===== config.mk =====
export PLATFORM = sky130hd
export DESIGN_NAME = freq_hold_mem
export DESIGN_NICKNAME = d
export VERILOG_FILES = /design/src/rtl/freq_hold_pkg.sv /design/src/rtl/fhm_history.sv /design/src/rtl/fhm_select.sv /design/src/rtl/freq_hold_mem.sv
export SDC_FILE = /design/constraint.sdc
export NUM_CORES = 1
export LEC_CHECK = 0
export CORE_ASPECT_RATIO = 2
export CORE_MARGIN = 2
export CORE_UTILIZATION = 45
export DETAILED_ROUTE_END_ITERATION = 7
export DONT_BUFFER_PORTS = 1
export PLACE_DENSITY = 0.62
export SYNTH_ARGS = -nofsm -noshare
export SYNTH_HDL_FRONTEND = slang
export SYNTH_SLANG_ARGS = --single-unit

===== constraint.sdc =====
create_clock -name clk -period 1.7 [get_ports clk]
set_input_delay 0.425 -clock clk [delete_from_list [all_inputs] [get_ports clk]]
set_output_delay 0.425 -clock clk [all_outputs]
set_load 0.005 [all_outputs]

===== src/rtl/freq_hold_pkg.sv =====
package freq_hold_pkg;

    typedef enum logic [1:0] {
        MD_TRACK    = 2'b00,
        MD_HOLD     = 2'b01,
        MD_FREE     = 2'b10,
        MD_FREE_ALT = 2'b11
    } loop_mode_e;

    // number of track ticks needed before the older slot is trustworthy
    localparam int unsigned FILL_TICKS = 2;

    function automatic logic is_track(input loop_mode_e m);
        return m == MD_TRACK;
    endfunction

    function automatic logic is_hold(input loop_mode_e m);
        return m == MD_HOLD;
    endfunction

endpackage


===== src/rtl/fhm_history.sv =====
module fhm_history
    import freq_hold_pkg::*;
#(
    parameter int FW = 24
) (
    input  logic                 clk,
    input  logic                 rst_n,
    input  logic signed [FW-1:0] live_word,
    input  logic                 tick,
    input  loop_mode_e           md,
    output logic signed [FW-1:0] aged_word,
    output logic                 ready
);
    localparam int CW = $clog2(FILL_TICKS + 1);
    localparam logic [CW-1:0] FULL = CW'(FILL_TICKS);

    typedef struct packed {
        logic signed [FW-1:0] newest;
        logic signed [FW-1:0] older;
        logic [CW-1:0]        cnt;
        logic                 was_track;
    } hist_t;

    hist_t st_d, st_q;

    always_comb begin
        st_d           = st_q;
        st_d.was_track = is_track(md);
        if (is_track(md)) begin
            if (!st_q.was_track) begin
                // restart after coasting: old history no longer counts
                st_d.cnt = '0;
            end
            if (tick) begin
                st_d.older  = st_q.newest;
                st_d.newest = live_word;
                if (!st_q.was_track) begin
                    st_d.cnt = CW'(1);
                end else if (st_q.cnt != FULL) begin
                    st_d.cnt = st_q.cnt + CW'(1);
                end
            end
        end
    end

    always_ff @(posedge clk) begin
        if (!rst_n) begin
            st_q.newest    <= '0;
            st_q.older     <= '0;
            st_q.cnt       <= '0;
            st_q.was_track <= 1'b1;
        end else begin
            st_q <= st_d;
        end
    end

    assign aged_word = st_q.older;
    assign ready     = (st_q.cnt == FULL);

endmodule


===== src/rtl/fhm_select.sv =====
module fhm_select
    import freq_hold_pkg::*;
#(
    parameter int FW = 24
) (
    input  loop_mode_e           md,
    input  logic signed [FW-1:0] live_word,
    input  logic signed [FW-1:0] aged_word,
    input  logic                 ready,
    output logic signed [FW-1:0] next_word
);
    always_comb begin
        unique case (md)
            MD_TRACK: next_word = live_word;
            MD_HOLD:  next_word = ready ? aged_word : '0;
            default:  next_word = '0;
        endcase
    end
endmodule


===== src/rtl/freq_hold_mem.sv =====
module freq_hold_mem
    import freq_hold_pkg::*;
#(
    parameter int FW = 24
) (
    input  logic                 clk,
    input  logic                 rst_n,
    input  logic signed [FW-1:0] freq_in,
    input  logic                 tick,
    input  logic [1:0]           mode,
    output logic signed [FW-1:0] freq_out,
    output logic                 hist_valid
);
    typedef struct packed {
        logic signed [FW-1:0] word;
    } out_t;

    loop_mode_e           md;
    logic signed [FW-1:0] aged_word;
    logic signed [FW-1:0] next_word;
    logic                 ready;
    out_t                 o_d, o_q;

    assign md = loop_mode_e'(mode);

    fhm_history #(.FW(FW)) u_hist (
        .clk       (clk),
        .rst_n     (rst_n),
        .live_word (freq_in),
        .tick      (tick),
        .md        (md),
        .aged_word (aged_word),
        .ready     (ready)
    );

    fhm_select #(.FW(FW)) u_sel (
        .md        (md),
        .live_word (freq_in),
        .aged_word (aged_word),
        .ready     (ready),
        .next_word (next_word)
    );

    always_comb begin
        o_d      = o_q;
        o_d.word = next_word;
    end

    always_ff @(posedge clk) begin
        if (!rst_n) o_q <= '0;
        else        o_q <= o_d;
    end

    assign freq_out   = o_q.word;
    assign hist_valid = ready;

endmodule


==> key figures, run 1 <==
Floorplan
  – Row count: 40
  – Die height: 115 um
  – DIE AREA: ~0.0069 sq mm
  – CORE AREA: 0.00601 sq mm
  – Die X: between 50 and 60 um
  – Initial Util: 0.465
  – Io pins: 54

Clock network
  – Hold buffers post-CTS: 0
  – CTS Buf Count: 9
  – CTS Sinks: 75
  – CTS root buf: clkbuf_16
  – Max clock buf depth: 2
  – Post-CTS sizing: 0
  – CTS clock-pin slew for the worst setup and hold paths: 0.05 ns
  – CTS tree: yes
  – Setup bufs post-CTS: 0
  – CTS H-Tree Depth: 3
  – Clk_lat worst skew: between 0.3 and 0.4 ns

Routing
  – Routed Antenna Nets: 0
  – Mean routed wirelength per cell: 14.1 um
  – Via count: 1953
  – Detailed Route WL: ~5000 um
  – Remaining design rule violation count: 0
  – DR vias/cell: 5.34
  – 1st-pass router iterations: 4
  – 1st-iter DRT viols: roughly 90

Worst setup path
  – Crit. End Element: output port
  – Critical path arrival: just under 0.9 ns
  – Crit-path max FO: 5
  – Max stage delay on crit path: 0.37 ns
  – CP Class: reg2out
  – Crit path required time: ~1.3 ns
  – CP cell instances: nor2b_1
  – Slowest CP cell: dfxtp_1
  – Worst Path Buf+Inv: 0
  – Top delay family on crit path: flip-flops
  – Startpoint Class: register

Power
  – Pwr per Cell Area: 1190 mW/mm^2
  – Lkg Pwr: 0.00104 uW
  – Peak VDD IR: roughly 0.6 mV

Logic synthesis
  – Top-area cell type share of the netlist area: 0.538
  – Synth area leaders: dfxtp_1 54%, nand2_1 13%, a21boi_0 8.1%, a22oi_1 6.5%, nor2b_1 5.8%
  – Post-synthesis cell area: 0.00279 sq mm
  – Synth unique cells: 17
  – #FFs+latches synth: 75
  – Sequential share of the synthesized area: 0.538
  – Syn Area/Cell: 9.12 sq um
  – Syn_nets: about 340
  – Synth warn: 0
  – Synthesized instance count: 306
  – Area leader, netlist: dfxtp_1

STA
  – Clock Skew: 0.00492 ns
  – Fmax: around 0.76 GHz
  – Slew HR: 0.794
  – Setup_tns: 0 ns
  – Worst Max-Slew Pin Slew: between 0.3 and 0.4 ns
  – Pins over their slew limit: 0
  – Final Critical Period: 1.32 ns
  – Min setup slack post-route: 0.383 ns
  – Final Hold Viols: 0
  – Final Cycle Share: 0.774
  – RSZ-0062 raised after global routing: no
  – Final Setup Violations: 0

Final layout
  – Final Util: 0.515
  – Final nets: 327
  – Ant diodes: 0
  – Layout cells sized above 1: 0.0726
  – Area added between synthesis and finish: 10.8%

Global routing
  – Largest net degree at the start of global routing: 76
  – Initial antenna violation count: 0
  – Gr usage total: 0.171
  – First-pass GRT wire length: just under 9000 um
  – Congestion Overflow GR: 0
  – Vias in the first global route: 1957

Min path
  – Worst hold path type: in2reg

Job
  – Max-Cap Viols: 0

Place
  – Post-DP HPWL: 3000 um
  – GPL Wtd Cong: between 0.6 and 0.7
  – Pre-CTS setup slack: 0.287 ns
  – PortBufs: 0

Outcome
  – Outcome: finished, final reports clean
==> per-stage QoR <==
stage,cell area (sq um),instances,hold WS [ns],power [uW]
after global placement,2820,350,0.435,1980
after CTS,3090,366,0.150,3720
after detailed placement,2820,350,0.445,1980
final,3090,366,0.172,3670
after global routing,3090,366,0.159,3810
after floorplan,2790,306,0.431,1970
==> cell type report <==
| class | count | area (sq um) |
|---|---|---|
| clock buffer | 14 | 264 |
| multi-input combinational | 208 | 1170 |
| fill | 577 | 2910 |
| tap | 63 | 78.8 |
| clock inverter | 2 | 10.0 |
| sequential | 75 | 1500 |
| timing repair buffer | 4 | 67.6 |
==> where the power goes <==
group | leakage, uW | internal (uW) | switching [uW]
clock network | 0.000137 | 1060 | 668
registers | 0.000608 | 1800 | 20.2
logic | 0.000298 | 63.2 | 60.4
total | 0.00104 | 2930 | 749
==> synth_stat cells, drive strengths merged <==
master   n
or2      1
nor3b    1
nor2b   26
and4bb   1
nand2   98
a21boi  51
buf     12
nor2     1
clkbuf  11
or3b     1
dfxtp   75
o21ai    3
a22oi   24
nand4b   1
==> flip-flops by register name, indices dropped and copies added (netlist names) <==
signal	flops
u_hist.st_q	27
freq_out	24
u_hist.aged_word	24
==> worst register-to-register path, stage by stage (launching register included) <==
cell,delay (ns)
dfxtp_1,0.41
and4bb_2,0.27
buf_12,0.17
a22oi_1,0.19
nor2b_1,0.08
==> logic make-up after synthesis <==
kind of cell | after synthesis | synth area share
buffers and inverters | 23 | 0.0462
flip-flops | 75 | 0.538
AO/OA/AOI/OAI | 78 | 0.207
AND/OR/NAND/NOR | 130 | 0.209
==> metal layers <==
metal,GRT usage,wire length (um)
met1,0.184,2140
met2,0.277,2520
met3,0.0574,315
met4,0.111,172
met5,0,0
==> worst paths after layout <==
check	from	end	slack, ns	cells after the start
worst max-delay path	u_hist.st_q[2]	hist_valid	0.38	1
worst min-delay path	rst_n	u_hist.st_q[0]	0.17	1
worst max register to register	u_hist.st_q[1]	freq_out[2]	0.47	4
worst min register to register	u_hist.st_q[41]	u_hist.aged_word[14]	0.45	2
==> placed cells by master (no fill, tap or decap) <==
cell and count:
a21boi_0 30, nor2b_1 26, or2_2 1, nor3b_4 1, clkbuf_8 2, clkbuf_16 9, buf_12 3, buf_4 1
nand2_1 98, clkinv_2 2, a21boi_1 21, clkbuf_1 3, o21ai_0 3, nor2_2 1, or3b_2 1, and4bb_2 1
dfxtp_1 75, nand4b_1 1, a22oi_1 24
Note: power is estimated with default switching activity, not from simulation.
==> inputs of run 2 (changes only) <==
- PLACE_DENSITY: 0.62 -> 0.64
- clock period: 1.7 -> 1.1 ns (I/O delays scaled with it)
==> run 2 against run 1 <==
- the run now ends with negative setup slack left
- register-to-register slack got worse by 0.48 ns
- critical path depth grew 1
- clock-buffer cell count fell by 2
- sequential cell count is the same
- clock power grew 57%
- combinational power up 89%
- via count up 2.5%
- design area increased by 7.6%
- non-clock buffer count is 6 higher
- sequential power rose by 54%
- critical endpoint unchanged
- largest cell class unchanged
==> key figures, run 2 (same netlist as run 1, synthesis figures left out) <==
Power
  – Switching Fraction: 0.212 (+0.00824)
  – Internal Power: 4550 uW (+55%)
  – Combinational power share: 0.041 (+0.007)
  – Seq pwr share: 0.487 (-0.008)
  – Pwr per Cell Area: 1730 mW/mm^2 (+46%)
  – Psw: 1220 uW (+63%)
  – Peak VDD IR: 1.21 mV (+97%)
  – Clock share of power: 0.472 (about the same)
  – Lkg Pwr: 0.00109 uW (+4.8%)

STA
  – Fmax: approximately 0.87 GHz
  – Final Hold Viols: 0 (unchanged)
  – Pins over their slew limit: 0 (unchanged)
  – Min setup slack post-route: -0.0456 ns (-0.429 ns)
  – Final Setup Violations: 10 (+10)
  – Worst Max-Slew Pin Slew: 0.220 ns (-0.0890 ns)
  – Final Critical Period: approximately 1.1 ns
  – Slew HR: 0.853 (+0.0592)
  – RSZ-0062 raised after global routing: yes
  – Final Cycle Share: 1.04
  – Clock Skew: 0.00826 ns (+0.00334 ns)

Min path
  – Worst hold path type: in2reg
  – Hold Crit Depth: 1 (unchanged)

Final layout
  – Reg with most FFs: u_hist.st_q
  – Area added between synthesis and finish: 19.2%
  – Final nets: 333 (+1.8%)
  – Max reg flops: 27 (unchanged)
  – Ant diodes: 0 (unchanged)
  – Cell area after layout: 0.00333 sq mm (+7.6%)
  – Most common library cell in the layout ignoring fill and taps: nand2_1
  – Layout cells sized above 1: 0.184 (+0.112)
  – Final non-filler cell total: 372 (+1.6%)
  – Commonest cells after routing, fill and taps aside: 98 x nand2_1, 73 x dfxtp_1, 30 x a21boi_0

Place
  – PortBufs: 0 (unchanged)
  – Instance area at placement: 0.00300 sq mm (+6.5%)
  – GPL Wtd Cong: 0.749 (+8.6%)
  – Post-Place Cells: 355 (+1.4%)
  – Post-DP HPWL: 3490 um (+17%)

Global routing
  – Largest net degree at the start of global routing: 76 (unchanged)
  – Vias in the first global route: 1955 (-0.10%)
  – Gr usage total: 0.182 (+0.0110)
  – Initial antenna violation count: 0 (unchanged)
  – Congestion Overflow GR: 0 (unchanged)
  – First-pass GRT wire length: 9300 um (+5.5%)

Worst setup path
  – Slowest CP cell: dfxtp_2
  – Crit. End Element: output port
  – Worst setup path end: hist_valid
  – CP cell instances: buf_6 -> nor2b_4
  – Crit path required time: 0.82 ns (-0.45 ns)
  – Reg-to-reg startpoint: u_hist.st_q[1]
  – Crit-path max FO: 2 (-3)
  – Top delay family on crit path: flip-flops
  – Critical Path Source: u_hist.st_q[2]
  – Critical path depth in cells: 2 (+1)
  – Worst Path Buf+Inv: 1 (+1)
  – Reg2reg setup slack: -0.01 ns (-0.48 ns)
  – Startpoint Class: register
  – FF-to-FF End: freq_out[18]
  – FF-to-FF path depth: 4 (unchanged)
  – Max stage delay on crit path: 0.33 ns (-0.04 ns)
  – CP Class: reg2out
  – Critical path arrival: 0.87 ns (-0.02 ns)

Routing
  – Via count: 2002 (+2.5%)
  – Detailed Route WL: 5580 um (+8.3%)
  – Remaining design rule violation count: 0 (unchanged)
  – DR vias/cell: 5.38 (+0.86%)
  – 1st-iter DRT viols: 101 (+13%)
  – 1st-pass router iterations: 4 (unchanged)
  – Mean routed wirelength per cell: 15.0 um (+6.5%)
  – Routed Antenna Nets: 0 (unchanged)

Outcome
  – Failing checks: negative setup slack
  – Outcome: finished with violations

Floorplan
  – DIE AREA: 0.00689 sq mm (unchanged)
  – Die X: 59.7 um (unchanged)
  – Io pins: 54 (unchanged)
  – Die height: 115 um (unchanged)
  – Initial Util: 0.465 (unchanged)
  – Row count: 40 (unchanged)
  – CORE AREA: 0.00601 sq mm (unchanged)

Clock network
  – CTS Buf Count: 9 (unchanged)
  – Max clock buf depth: 2 (unchanged)
  – CTS root buf: clkbuf_16
  – CTS clock-pin slew for the worst setup and hold paths: 0.05 ns (about the same)
  – CTS Sinks: 75 (unchanged)
  – Hold buffers post-CTS: 0 (unchanged)
  – Clk_lat worst skew: 0.33 ns (about the same)
  – CTS H-Tree Depth: 3 (unchanged)
  – CTS tree: yes

Job
  – Max-Cap Viols: 0 (unchanged)
[run 2: cell types whose count changed in the layout (fill, tap and decap cells not counted), sizes merged]
| cell | change |
|---|---|
| clkinvlp | +2 |
| clkbuf | -2 |
| buf | +6 |
[run 2: per-stage QoR]
stage	setup TNS [ns]	setup WS, ns	hold slack [ns]	total power, uW	utilization
3_3_place_gp	-0.442	-0.0283	0.348	3100	0.500
3_5_place_dp	-0.955	-0.0484	0.350	3100	0.500
6_report	-0.136	-0.0456	0.0367	5770	0.554
2_1_floorplan	-1.87	-0.0377	0.420	3070	-
4_1_cts	-0.366	-0.0637	0.00436	5850	0.552
5_1_grt	-0.817	-0.0842	0.0207	5980	0.554
[run 2: per-layer routing]
metal	up-vias	global-route usage	share of wire
met1	944	0.194	0.41
met4	0	0.107	0.027
met3	11	0.0630	0.049
li1	1008	-	-
met5	-	0	0
met2	39	0.301	0.52
[run 2: what timing repair did]
item | in CTS | in global routing
pin swaps | 2 | 4
gates resized for setup | 7 | 2
cloned | 0 | 0
endpoints found under the setup margin | 19 | 22
setup buffers | 1 | 0
[run 2: layout make-up]
type                            count  area (sq um)
Clock buffer                       12           256
Clock inverter                      4          25.0
Fill cell                         558          2680
Multi-Input combinational cell    208          1310
Sequential cell                    75          1500
Tap cell                           63          78.8
Timing Repair Buffer               10           158
[run 2: worst min path at each step]
stage,startpoint,end
detailed placement,rst_n,u_hist.st_q[0]
global route,rst_n,u_hist.st_q[0]
CTS,rst_n,u_hist.st_q[0]
finish,rst_n,u_hist.st_q[0]
global placement,rst_n,u_hist.st_q[0]
floorplan,freq_in[22],u_hist.st_q[49]
[run 2: worst register-to-register path, delay by kind of cell (launching register included)]
kind / cells / cell delay, ns
flip-flops: 1 / 0.32
buffers and inverters: 1 / 0.18
AO/OA/AOI/OAI: 1 / 0.10
AND/OR/NAND/NOR: 2 / 0.46
[run 2: power groups by stage]
stage | clock network (uW) | registers, uW | logic (uW)
global route | 2900 | 2820 | 261
floorplan | 0 | 2870 | 204
detailed placement | 0 | 2870 | 232
global placement | 0 | 2870 | 229
CTS | 2800 | 2810 | 238
finish | 2720 | 2810 | 234
==> inputs of run 3 (changes only) <==
- ABC_CLOCK_PERIOD_IN_PS: unset -> 1400
- PLACE_DENSITY: 0.64 -> 0.62
- SYNTH_HIERARCHICAL: unset -> 1
- clock period: 1.1 -> 1.4 ns (I/O delays scaled with it)
==> run 3 against run 2 <==
- the flow now finishes without violations
- critical path depth is the same
- via count grew 3.7%
- worst hold slack gained 0.076 ns
- clock skew shrank 0.0037 ns
- setup slack gained 0.11 ns
- routed wire length grew 8.1%
- design area shrank 0.15%
- cell count grew 7.3%
- highest routed layer unchanged
==> key figures, run 3 <==
STA
  – Slew HR: 0.279 (-0.574)
  – Final Cycle Share: 0.953
  – Final Critical Period: 1.33 ns
  – Clock Skew: 0.00457 ns (-0.00369 ns)
  – Fmax: 0.749 GHz
  – Final Hold Viols: 0 (unchanged)
  – Final Setup Violations: 0 (-10)
  – Pins over their slew limit: 0 (unchanged)
  – Worst Max-Slew Pin Slew: 1.08 ns (+0.860 ns)
  – Setup_tns: 0 ns (+0.136 ns)
  – RSZ-0062 raised after global routing: no

Routing
  – WL met2: 2860 um (-0.94%)
  – Met3 Wirelength: 407 um (+50%)
  – Top sig layer: met4
  – Via count: 2076 (+3.7%)
  – Remaining design rule violation count: 0 (unchanged)
  – DRT met1 WL: 2590 um (+14%)
  – 1st-iter DRT viols: 145 (+44%)
  – Mean routed wirelength per cell: 15.1 um (+0.74%)
  – Routed Antenna Nets: 0 (unchanged)
  – DR vias/cell: 5.20 (-3.3%)
  – 1st-pass router iterations: 4 (unchanged)
  – Detailed Route WL: 6020 um (+8.1%)

Logic synthesis
  – Top-area cell type share of the netlist area: 0.484 (-0.0538)
  – Area leader, netlist: dfxtp_1
  – Synth unique cells: 23 (+6)
  – Synth warn: 6 (+6)
  – Number of enable flip-flop cells after synthesis: 0 (unchanged)
  – Syn Area/Cell: 9.34 sq um (+2.4%)
  – Synth area leaders: dfxtp_1 48%, nand2_1 12%, a32o_1 7.1%, a21boi_1 6.5%, buf_4 6.1%
  – Most instantiated cells after synthesis: 97 x nand2_1, 75 x dfxtp_1, 27 x a21boi_1
  – Most used DFF post-synth: dfxtp_1
  – Post-synthesis cell area: 0.00310 sq mm (+11%)
  – Asr flop ratio synth: 0 (unchanged)
  – Synthesized instance count: 332 (+8.5%)
  – Most common cell in the netlist: nand2_1
  – Sequential share of the synthesized area: 0.484 (-0.0538)
  – Syn_nets: 361 (+7.8%)
  – #FFs+latches synth: 75 (unchanged)

Global routing
  – Congestion Overflow GR: 0 (unchanged)
  – Initial antenna violation count: 0 (unchanged)
  – Largest net degree at the start of global routing: 76 (unchanged)
  – Vias in the first global route: 2023 (+3.5%)
  – First-pass GRT wire length: 10200 um (+9.6%)
  – Gr usage total: 0.176 (-0.00636)

Clock network
  – CTS tree: yes
  – Max clock buf depth: 2 (unchanged)
  – CTS root buf: clkbuf_16
  – Hold buffers post-CTS: 0 (unchanged)
  – CTS clock-pin slew for the worst setup and hold paths: 0.06 ns (about the same)
  – CTS Buf Count: 9 (unchanged)
  – CTS H-Tree Depth: 3 (unchanged)
  – Clk_lat worst skew: 0.33 ns (about the same)
  – CTS Sinks: 75 (unchanged)

Final layout
  – Cell area after layout: 0.00332 sq mm (-0.15%)
  – Commonest cells after routing, fill and taps aside: 97 x nand2_1, 75 x dfxtp_1, 27 x a21boi_1
  – Layout cells sized above 1: 0.161 (-0.0237)
  – Max reg flops: 27 (unchanged)
  – Most common library cell in the layout ignoring fill and taps: nand2_1
  – Reg with most FFs: u_hist/st_q
  – Final non-filler cell total: 399 (+7.3%)
  – Final nets: 335 (+0.60%)
  – Ant diodes: 0 (unchanged)
  – Area added between synthesis and finish: 7.10%

Power
  – Psw: 947 uW (-23%)
  – Peak VDD IR: 0.845 mV (-30%)
  – Switching Fraction: 0.195 (-0.0171)
  – Lkg Pwr: 0.00117 uW (+7.1%)
  – Seq pwr share: 0.455 (-0.032)
  – Power, Total: 4860 uW (-16%)
  – Internal Power: 3910 uW (-14%)
  – Combinational power share: 0.032 (-0.009)
  – Clock share of power: 0.513 (+0.041)
  – Pwr per Cell Area: 1460 mW/mm^2 (-16%)

Worst setup path
  – Slowest CP cell: dfxtp_1
  – Critical Path Source: u_hist/st_q[1]
  – Crit-path max FO: 5 (+3)
  – Reg-to-reg startpoint: u_hist/st_q[1]
  – Max stage delay on crit path: 0.36 ns (+0.03 ns)
  – Critical path arrival: 0.98 ns (+0.11 ns)
  – CP Class: reg2out
  – CP cell instances: nor2b_4 -> buf_4
  – Crit path required time: 1.05 ns (+0.23 ns)
  – Crit. End Element: output port
  – Startpoint Class: register

Place
  – PortBufs: 0 (unchanged)
  – Instance area at placement: 0.00292 sq mm (-2.7%)
  – Post-Place Cells: 379 (+6.8%)
  – Post-DP HPWL: 3510 um (+0.52%)
  – GPL Wtd Cong: 0.720 (-3.9%)

Floorplan
  – Io pins: 54 (unchanged)
  – Initial Util: 0.468 (+0.00365)
  – Die height: 121 um (+5.2%)
  – DIE AREA: 0.00761 sq mm (+11%)
  – Row count: 42 (+5.0%)
  – CORE AREA: 0.00662 sq mm (+10%)
  – Die X: 62.7 um (+5.1%)

Min path
  – HP Start: rst_n
  – Worst hold path type: in2reg

Outcome
  – Outcome: finished, final reports clean

Job
  – Max-Cap Viols: 0 (unchanged)
run 3: cell types whose count changed after synthesis, moves of 2 or more:
cell	previous run	this run
a22oi_1	24	0
buf_4	1	25
nor2b_1	26	2
a32o_1	0	22
and2_2	0	18
a21boi_0	30	24
a21boi_1	21	27
and2_1	0	6
buf_6	4	9
clkbuf_1	11	7
o31ai_1	0	2
run 3: path summary, 6_finish.rpt:
kind | depth (start not counted) | slack (ns) | endpoint
worst max-delay path | 2 | 0.07 | hist_valid
worst min-delay path | 1 | 0.11 | u_hist/st_q[0]
worst max register to register | 5 | 0.09 | freq_out[6]
worst min register to register | 2 | 0.45 | u_hist/aged_word[12]
run 3: metal layers:
metal  GRT usage  vias to the layer above
met4       0.114                        0
met5           0                        -
met2       0.271                       53
met1       0.200                      981
li1            -                     1033
met3      0.0714                        9
run 3: worst max-delay path, delay by kind of cell (launching register included):
family                 cells  cell delay (ns)
buffers and inverters      1             0.14
and+or+nand+nor            1             0.16
DFF                        1             0.36
run 3: cell families (layout without fill, tap and decap cells):
group | count (synthesis) | after routing | share of synthesized area
AOI/OAI and AO/OA | 79 | 79 | 0.208
buffers and inverters | 48 | 26 | 0.113
DFF | 75 | 75 | 0.484
and+or+nand+nor | 130 | 131 | 0.195
run 3: final cells by class:
type	instances	area, sq um
clock inverters	5	75.1
well taps	88	110
repair buffers	10	100
flip-flops and latches	75	1500
multi-input cells	210	1280
clock buffers	11	253
fillers	640	3300
run 3: stage by stage:
stage	hold slack, ns	utilization	worst slack, ns
floorplan	0.431	-	0.108
global placement	0.434	0.441	-0.378
detailed placement	0.436	0.441	-0.419
CTS	0.0834	0.494	0.00787
global route	0.0833	0.502	0.0185
finish	0.113	0.502	0.0656
run 3: power groups by stage:
stage          Combinational (uW)  Clock (uW)  Sequential [uW]
2_1_floorplan                 178           0             2250
3_3_place_gp                  153           0             2260
3_5_place_dp                  156           0             2260
4_1_cts                       157        2560             2210
5_1_grt                       176        2650             2220
6_report                      157        2490             2210
run 3: timing repair:
item                                    4_1_cts  5_1_grt
resized for setup                             3        1
buffers inserted                              0        3
endpoints found under the setup margin       23       21
gates cloned                                  1        0
